## src/rtl/irqc_pkg.sv

```systemverilog
package irqc_pkg;

    // register byte offsets
    localparam logic [7:0] OFF_PEND  = 8'h00;
    localparam logic [7:0] OFF_FORCE = 8'h04;
    localparam logic [7:0] OFF_CLEAR = 8'h08;
    localparam logic [7:0] OFF_CARRY = 8'h0C;
    localparam logic [7:0] OFF_STAT  = 8'h10;
    localparam logic [7:0] OFF_MASK  = 8'h40;
    localparam logic [7:0] OFF_IDENT = 8'h80;

    localparam int NSRC = 32;

    // index of the highest set bit; 0 when none is set
    function automatic logic [3:0] top_bit16(input logic [15:0] v);
        logic [3:0] r;
        r = '0;
        for (int i = 0; i < 16; i++) begin
            if (v[i]) r = 4'(i);
        end
        return r;
    endfunction

endpackage

```

## src/rtl/irqc_edge.sv

```systemverilog
module irqc_edge #(
    parameter int W = 32
) (
    input  logic         clk,
    input  logic         rst_n,
    input  logic [W-1:0] lines,
    output logic [W-1:0] rise
);
    logic [W-1:0] lines_d, lines_q;

    always_comb begin
        lines_d = lines;
        rise    = lines & ~lines_q;
    end

    always_ff @(posedge clk) begin
        if (!rst_n) lines_q <= '0;
        else        lines_q <= lines_d;
    end
endmodule

```

## src/rtl/irqc_cpu_sel.sv

```systemverilog
module irqc_cpu_sel
    import irqc_pkg::*;
(
    input  logic [31:0] pend,
    input  logic [31:0] mask,
    input  logic [3:0]  carrier,
    output logic [3:0]  level,
    output logic        ext_hit,
    output logic [4:0]  ext_idx
);
    logic [15:0] ext_v;
    logic [15:0] low_v;

    always_comb begin
        ext_v   = pend[31:16] & mask[31:16];
        ext_hit = |ext_v;
        ext_idx = {1'b1, top_bit16(ext_v)};
        low_v   = pend[15:0];
        if (carrier != 4'd0 && ext_hit) low_v[carrier] = 1'b1;
        low_v   = low_v & mask[15:0];
        low_v[0] = 1'b0;
        level   = top_bit16(low_v);
    end
endmodule

```

## src/rtl/irqc_mp.sv

```systemverilog
module irqc_mp
    import irqc_pkg::*;
#(
    parameter int NCPU = 2,
    parameter int AW   = 8
) (
    input  logic              clk,
    input  logic              rst_n,
    input  logic [31:0]       irq_lines,
    input  logic              bus_sel,
    input  logic              bus_we,
    input  logic [AW-1:0]     bus_addr,
    input  logic [31:0]       bus_wdata,
    output logic [31:0]       bus_rdata,
    output logic [NCPU*4-1:0] cpu_level,
    input  logic [NCPU-1:0]   cpu_ack,
    input  logic [NCPU*4-1:0] cpu_ack_lvl
);
    localparam logic [3:0] CPU_FIELD = 4'(NCPU - 1);

    typedef struct packed {
        logic [31:0]            pend;
        logic [3:0]             carrier;
        logic [NCPU-1:0][31:0]  mask;
        logic [NCPU-1:0][4:0]   ident;
        logic [31:0]            rdata;
    } st_t;

    st_t st_d, st_q;

    logic [31:0]     rise;
    logic [31:0]     set_vec;
    logic [31:0]     clr_vec;
    logic [3:0]      lvl   [NCPU];
    logic            ehit  [NCPU];
    logic [4:0]      eidx  [NCPU];
    logic [3:0]      ack_l [NCPU];

    logic wr_force, wr_clear, rd_req;
    assign wr_force = bus_sel && bus_we && bus_addr == AW'(OFF_FORCE);
    assign wr_clear = bus_sel && bus_we && bus_addr == AW'(OFF_CLEAR);
    assign rd_req   = bus_sel && !bus_we;

    irqc_edge #(.W(NSRC)) u_edge (
        .clk   (clk),
        .rst_n (rst_n),
        .lines (irq_lines),
        .rise  (rise)
    );

    for (genvar c = 0; c < NCPU; c++) begin : g_cpu
        irqc_cpu_sel u_sel (
            .pend    (st_q.pend),
            .mask    (st_q.mask[c]),
            .carrier (st_q.carrier),
            .level   (lvl[c]),
            .ext_hit (ehit[c]),
            .ext_idx (eidx[c])
        );
        assign cpu_level[c*4 +: 4] = lvl[c];
        assign ack_l[c]            = cpu_ack_lvl[c*4 +: 4];
    end

    always_comb begin
        st_d    = st_q;
        set_vec = rise | (wr_force ? bus_wdata : 32'd0);
        set_vec[0] = 1'b0;
        clr_vec = wr_clear ? bus_wdata : 32'd0;

        for (int c = 0; c < NCPU; c++) begin
            if (cpu_ack[c]) begin
                clr_vec = clr_vec | (32'd1 << ack_l[c]);
                if (st_q.carrier != 4'd0 && ack_l[c] == st_q.carrier) begin
                    if (ehit[c]) begin
                        clr_vec        = clr_vec | (32'd1 << eidx[c]);
                        st_d.ident[c]  = eidx[c];
                    end else begin
                        st_d.ident[c]  = 5'd0;
                    end
                end
            end
        end

        // set wins over clear in the same cycle
        st_d.pend    = (st_q.pend & ~clr_vec) | set_vec;
        st_d.pend[0] = 1'b0;

        if (bus_sel && bus_we) begin
            if (bus_addr == AW'(OFF_CARRY)) st_d.carrier = bus_wdata[3:0];
            for (int c = 0; c < NCPU; c++) begin
                if (bus_addr == AW'(OFF_MASK + 8'(4 * c))) st_d.mask[c] = bus_wdata;
            end
        end

        st_d.rdata = 32'd0;
        if (rd_req) begin
            if (bus_addr == AW'(OFF_PEND))  st_d.rdata = st_q.pend;
            if (bus_addr == AW'(OFF_CARRY)) st_d.rdata = {28'd0, st_q.carrier};
            if (bus_addr == AW'(OFF_STAT))  st_d.rdata = {CPU_FIELD, 1'b0, 27'd0};
            for (int c = 0; c < NCPU; c++) begin
                if (bus_addr == AW'(OFF_MASK + 8'(4 * c)))  st_d.rdata = st_q.mask[c];
                if (bus_addr == AW'(OFF_IDENT + 8'(4 * c))) st_d.rdata = {27'd0, st_q.ident[c]};
            end
        end
    end

    always_ff @(posedge clk) begin
        if (!rst_n) st_q <= '0;
        else        st_q <= st_d;
    end

    assign bus_rdata = st_q.rdata;

    // ---------------- assertions ----------------
    assert_clear_takes_R3: assert property (@(posedge clk) disable iff (!rst_n)
        wr_clear |=> ((st_q.pend & $past(bus_wdata) & ~$past(set_vec)) == 32'd0));

    assert_force_sets_R4: assert property (@(posedge clk) disable iff (!rst_n)
        (wr_force && cpu_ack == '0) |=>
        ((st_q.pend & $past(bus_wdata) & 32'hFFFF_FFFE) == ($past(bus_wdata) & 32'hFFFF_FFFE)));

    assert_stat_word_R11: assert property (@(posedge clk) disable iff (!rst_n)
        (rd_req && bus_addr == AW'(OFF_STAT)) |=> (bus_rdata[31:27] == {CPU_FIELD, 1'b0}));

    assert_idle_rdata_R13: assert property (@(posedge clk) disable iff (!rst_n)
        !rd_req |=> (bus_rdata == 32'd0));

    for (genvar c = 0; c < NCPU; c++) begin : g_chk
        assert_ident_valid_R10: assert property (@(posedge clk) disable iff (!rst_n)
            (st_q.ident[c] != 5'd0) |-> st_q.ident[c][4]);

        assert_masked_quiet_R6: assert property (@(posedge clk) disable iff (!rst_n)
            (st_q.mask[c] == 32'd0) |-> (cpu_level[c*4 +: 4] == 4'd0));

        assert_ack_clears_R9: assert property (@(posedge clk) disable iff (!rst_n)
            (cpu_ack[c] && ack_l[c] != 4'd0 && ack_l[c] != st_q.carrier && !set_vec[ack_l[c]])
            |=> !st_q.pend[$past(ack_l[c])]);
    end
endmodule

```

## config.mk

```make
export PLATFORM = sky130hd
export DESIGN_NAME = irqc_mp
export DESIGN_NICKNAME = d
export VERILOG_FILES = /design/src/rtl/irqc_pkg.sv /design/src/rtl/irqc_edge.sv /design/src/rtl/irqc_cpu_sel.sv /design/src/rtl/irqc_mp.sv
export SDC_FILE = /design/constraint.sdc
export NUM_CORES = 1
export LEC_CHECK = 0
export ABC_CLOCK_PERIOD_IN_PS = 5800
export BUFFER_PORTS_ARGS = -buffer_cell sky130_fd_sc_hd__buf_2
export CORE_MARGIN = 10
export CORE_UTILIZATION = 35
export DETAILED_ROUTE_END_ITERATION = 8
export HOLD_SLACK_MARGIN = 0.1
export PLACE_DENSITY = 0.56
export SETUP_SLACK_MARGIN = 0.15
export SLEW_MARGIN = 20
export SYNTH_ARGS = -nofsm -noshare
export SYNTH_HDL_FRONTEND = slang
export SYNTH_SLANG_ARGS = --single-unit
```

## constraint.sdc

```tcl
create_clock -name clk -period 5.8 [get_ports clk]
set_input_delay 0 -clock clk [delete_from_list [all_inputs] [get_ports clk]]
set_output_delay 0 -clock clk [all_outputs]
set_load 0.005 [all_outputs]
```

==> metrics.md <==
| Metric | Value |
|---|---|
| Slowest CP cell | nor3_4 |
| Via Count | 8350 |
| Initial antenna violation count | 0 |
| Sequential share of power | between 40% and 50% |
| Top cells by area, synth | dfxtp_1, nand2_1, a21oi_1, a222oi_1, nor2_1 |
| Max_cap viols | 0 |
| Final wirelength | roughly 30 mm |
| Final hold vios | 0 |
| Worst Tran Pin Value | approximately 1.0 ns |
| Synth top area share | ~40% |
| First-pass GRT wire length | approximately 47 mm |
| Biggest cell delay along the critical path | about 0.68 ns |
| Critical Path Start | st_q[138]$_SDFF_PN0_ |
| Clock tree buffer depth | 2 |
| Layout cells sized above 1 | roughly 16% |
| Slew HR | between 30% and 40% |
| CORE AREA | about 0.024 mm² |
| Peak VDD IR | 197.5 µV |
| RD Place Congestion | 0.8902 |
| Die Wd | about 180 µm |
| Num rows | between 50 and 60 |
| Total CTS buffers | 17 |
| Maximum fanout along the worst path | 18 |
| Area growth from synthesis to layout | 21.68% |
| IO Count | 126 |
| DPL Wire Length | ~21 mm |
| Max-slew violations | 0 |
| Power after layout | 2.636 mW |
| Fin Hold WS | about 0.13 ns |
| Largest net degree at the start of global routing | between 50 and 60 |
| RSZ-0062 raised after global routing | no |
| Worst setup EP type | output port |
| Total GRT Usage | a little under a fifth |
| Pwr per Cell Area | around 250 mW/mm² |
| DRC | 0 |
| Crit path required time | a little under 6 ns |
| Clock network power share | 45.6% |
| Number of global-route vias before repair | between 8000 and 9000 |
| Sw Pwr | between 0.6 and 0.7 mW |
| Reg2reg setup slack | 3.38 ns |
| Root buf cell | clkbuf_16 |
| Leak | 3.786 nW |
| Final ANT Viol Nets | 0 |
| Most common cell after layout, fill and taps aside | nand2_1 |
| Initial Util | between 30% and 40% |
| Critical Path End | cpu_level[7] |
| Fin crit share | a little under three fifths |
| Cell Int Power | ~2.0 mW |
| Largest area contributor in the netlist | dfxtp_1 |
| Syn Inst Count | 1059 |
| CTS tree | done |
| Total gr overflow | 0 |
| Cell variety after synth | 69 |
| Post-route cell area | between 0.01 and 0.015 mm² |
| Clock sink count | about 170 |
| Pre-Repair DR Iteration Count | 8 |
| Clk Latency, worst-skew pair | 0.44 ns |
| Post-DR vias/cell | between 5 and 6 |
| Syn Area/Cell | around 8.1 µm² |
| Clk slew on worst S/H paths | roughly 0.070 ns |
| Net count, final | about 1300 |
| Combinational Power Share | 7.2% |
| # diodes | 0 |
| Final core utilization | 43.07% |
| Asr flop ratio synth | 0% |
| Setup TNS | 0 ns |
| Fill cell count | ~2500 |
| Die area | around 0.031 mm² |
| RR Endpoint | st_q[139]$_SDFF_PN0_ |
| Most frequent cells in the layout | nand2_1, dfxtp_1, a21oi_1 |
| Critical path type | reg -> out |
| Worst R2R Path Depth | 7 |
| Iteration-0 DRC count of the detailed router | approximately 1000 |
| Synth Net Count | ~1100 |
| CP Cell Sequence | a22oi_1, nand3b_1, nor3_4, o21ai_0, nand2b_1, a211oi_1, nand4_1, buf_2 |
| Outcome | finished clean |
| Yosys warnings | 0 |
| Max Clock Skew | 0.006594 ns |
| Final Critical Period | between 3 and 4 ns |
| Routed WL per cell | 19.62 µm |
| IO buf count | approximately 120 |
| Peak Freq | roughly 310 MHz |
| Chip height | 176.6 µm |
| Synth Cell Area | around 0.0086 mm² |
| Hold Crit Class | in -> reg |
| Area after DPL | ~0.0092 mm² |
| Setup repair bufs after CTS | 0 |
| Post-synth top flop | dfxtp_1 |
| Critical Path Start Type | flip-flop |
| Sequential share of the synthesized area | roughly 40% |
| Switching part of the total | 23.58% |
| EDFF count, synth | 0 |
| H-tree depth | 4 |
| CP arrival | between 3 and 4 ns |
| Setup Viol. Count Final | 0 |
| #FFs+latches synth | between 150 and 200 |
| Reg2reg start | st_q[131]$_SDFF_PN0_ |
## worst min-delay path by stage
stage	from	endpoint	slack, ns	depth (start not counted)
floorplan	irq_lines[10]	u_edge.lines_q[10]$_SDFF_PN0_	0.12	1
global placement	irq_lines[9]	u_edge.lines_q[9]$_SDFF_PN0_	0.21	2
detailed placement	irq_lines[26]	u_edge.lines_q[26]$_SDFF_PN0_	0.21	2
CTS	bus_we	bus_rdata[4]$_SDFF_PN0_	0.11	3
global route	bus_we	bus_rdata[2]$_SDFF_PN0_	0.16	3
finish	bus_we	bus_rdata[2]$_SDFF_PN0_	0.13	3
## metal layers
| layer | vias up | wire length, µm | part of all wire, % | track usage [%] |
|---|---|---|---|---|
| met4 | 0 | 380 | 1.3 | 4.869 |
| met1 | 3945 | 14160 | 48 | 27.40 |
| met2 | 358 | 12220 | 41 | 26.86 |
| li1 | 4016 | - | - | - |
| met3 | 31 | 2886 | 9.7 | 5.276 |
| met5 | - | 0 | 0 | 0 |
## cells in the mapped netlist, types with 7 or more instances
master,count
nand2_1,193
dfxtp_1,172
a21oi_1,129
nor2_1,68
clkbuf_1,52
nand3_1,48
and2_1,39
buf_4,33
nor2b_1,32
a222oi_1,28
a22oi_1,25
o221ai_1,15
a21boi_0,13
buf_2,13
inv_1,12
o21ai_0,12
a22o_1,10
a211oi_1,8
a221oi_1,8
a2bb2oi_1,8
a31oi_1,8
or3_1,8
a2bb2oi_2,7
nand2b_1,7
## stage by stage
step / worst slack, ns / cells
final: 2.576 / 1511
after global routing: 2.278 / 1511
after CTS: 2.567 / 1511
after global placement: 2.926 / 1412
after floorplan: 3.785 / 1059
after detailed placement: 2.914 / 1412
## layout make-up
cell class	count	area [µm²]	area share (%)
Multi-Input combinational cell	770	4567	43.73
Sequential cell	172	3443	32.97
Timing Repair Buffer	201	1369	13.11
Clock buffer	22	474.2	4.541
Tap cell	324	405.4	3.882
Clock inverter	9	136.4	1.306
Inverter	13	48.80	0.4672
## power groups by stage
stage	logic [mW]	clock network, mW	registers (mW)
final	0.189	1.20	1.24
after floorplan	0.0898	0	1.25
after global placement	0.151	0	1.27
after detailed placement	0.152	0	1.27
after CTS	0.189	1.22	1.24
after global routing	0.212	1.26	1.25
## state kept, by name, indices dropped and copies added (netlist names)
name	count
bus_rdata	32
u_edge.lines_q	31
st_q	109
## kinds of logic after synthesis
logic type      synth area share (%)
mux                           0.6997
flops                          40.12
buf+inv                        7.303
simple gates                   24.08
xor+xnor                      0.6122
compound gates                 27.19
## what timing repair did
item,CTS,global route
hold endpoints to repair,132,0
setup endpoints to repair,0,0
resized for setup,0,0
hold buffers,68,0
## worst max-delay path: cells and delay by family (launching register included)
family,cells,cell delay [ns]
flip-flops,1,0.40
buffers and inverters,1,0.17
AO/OA/AOI/OAI,3,0.88
AND/OR/NAND/NOR,4,1.33
(Power assumes the default switching activity.)
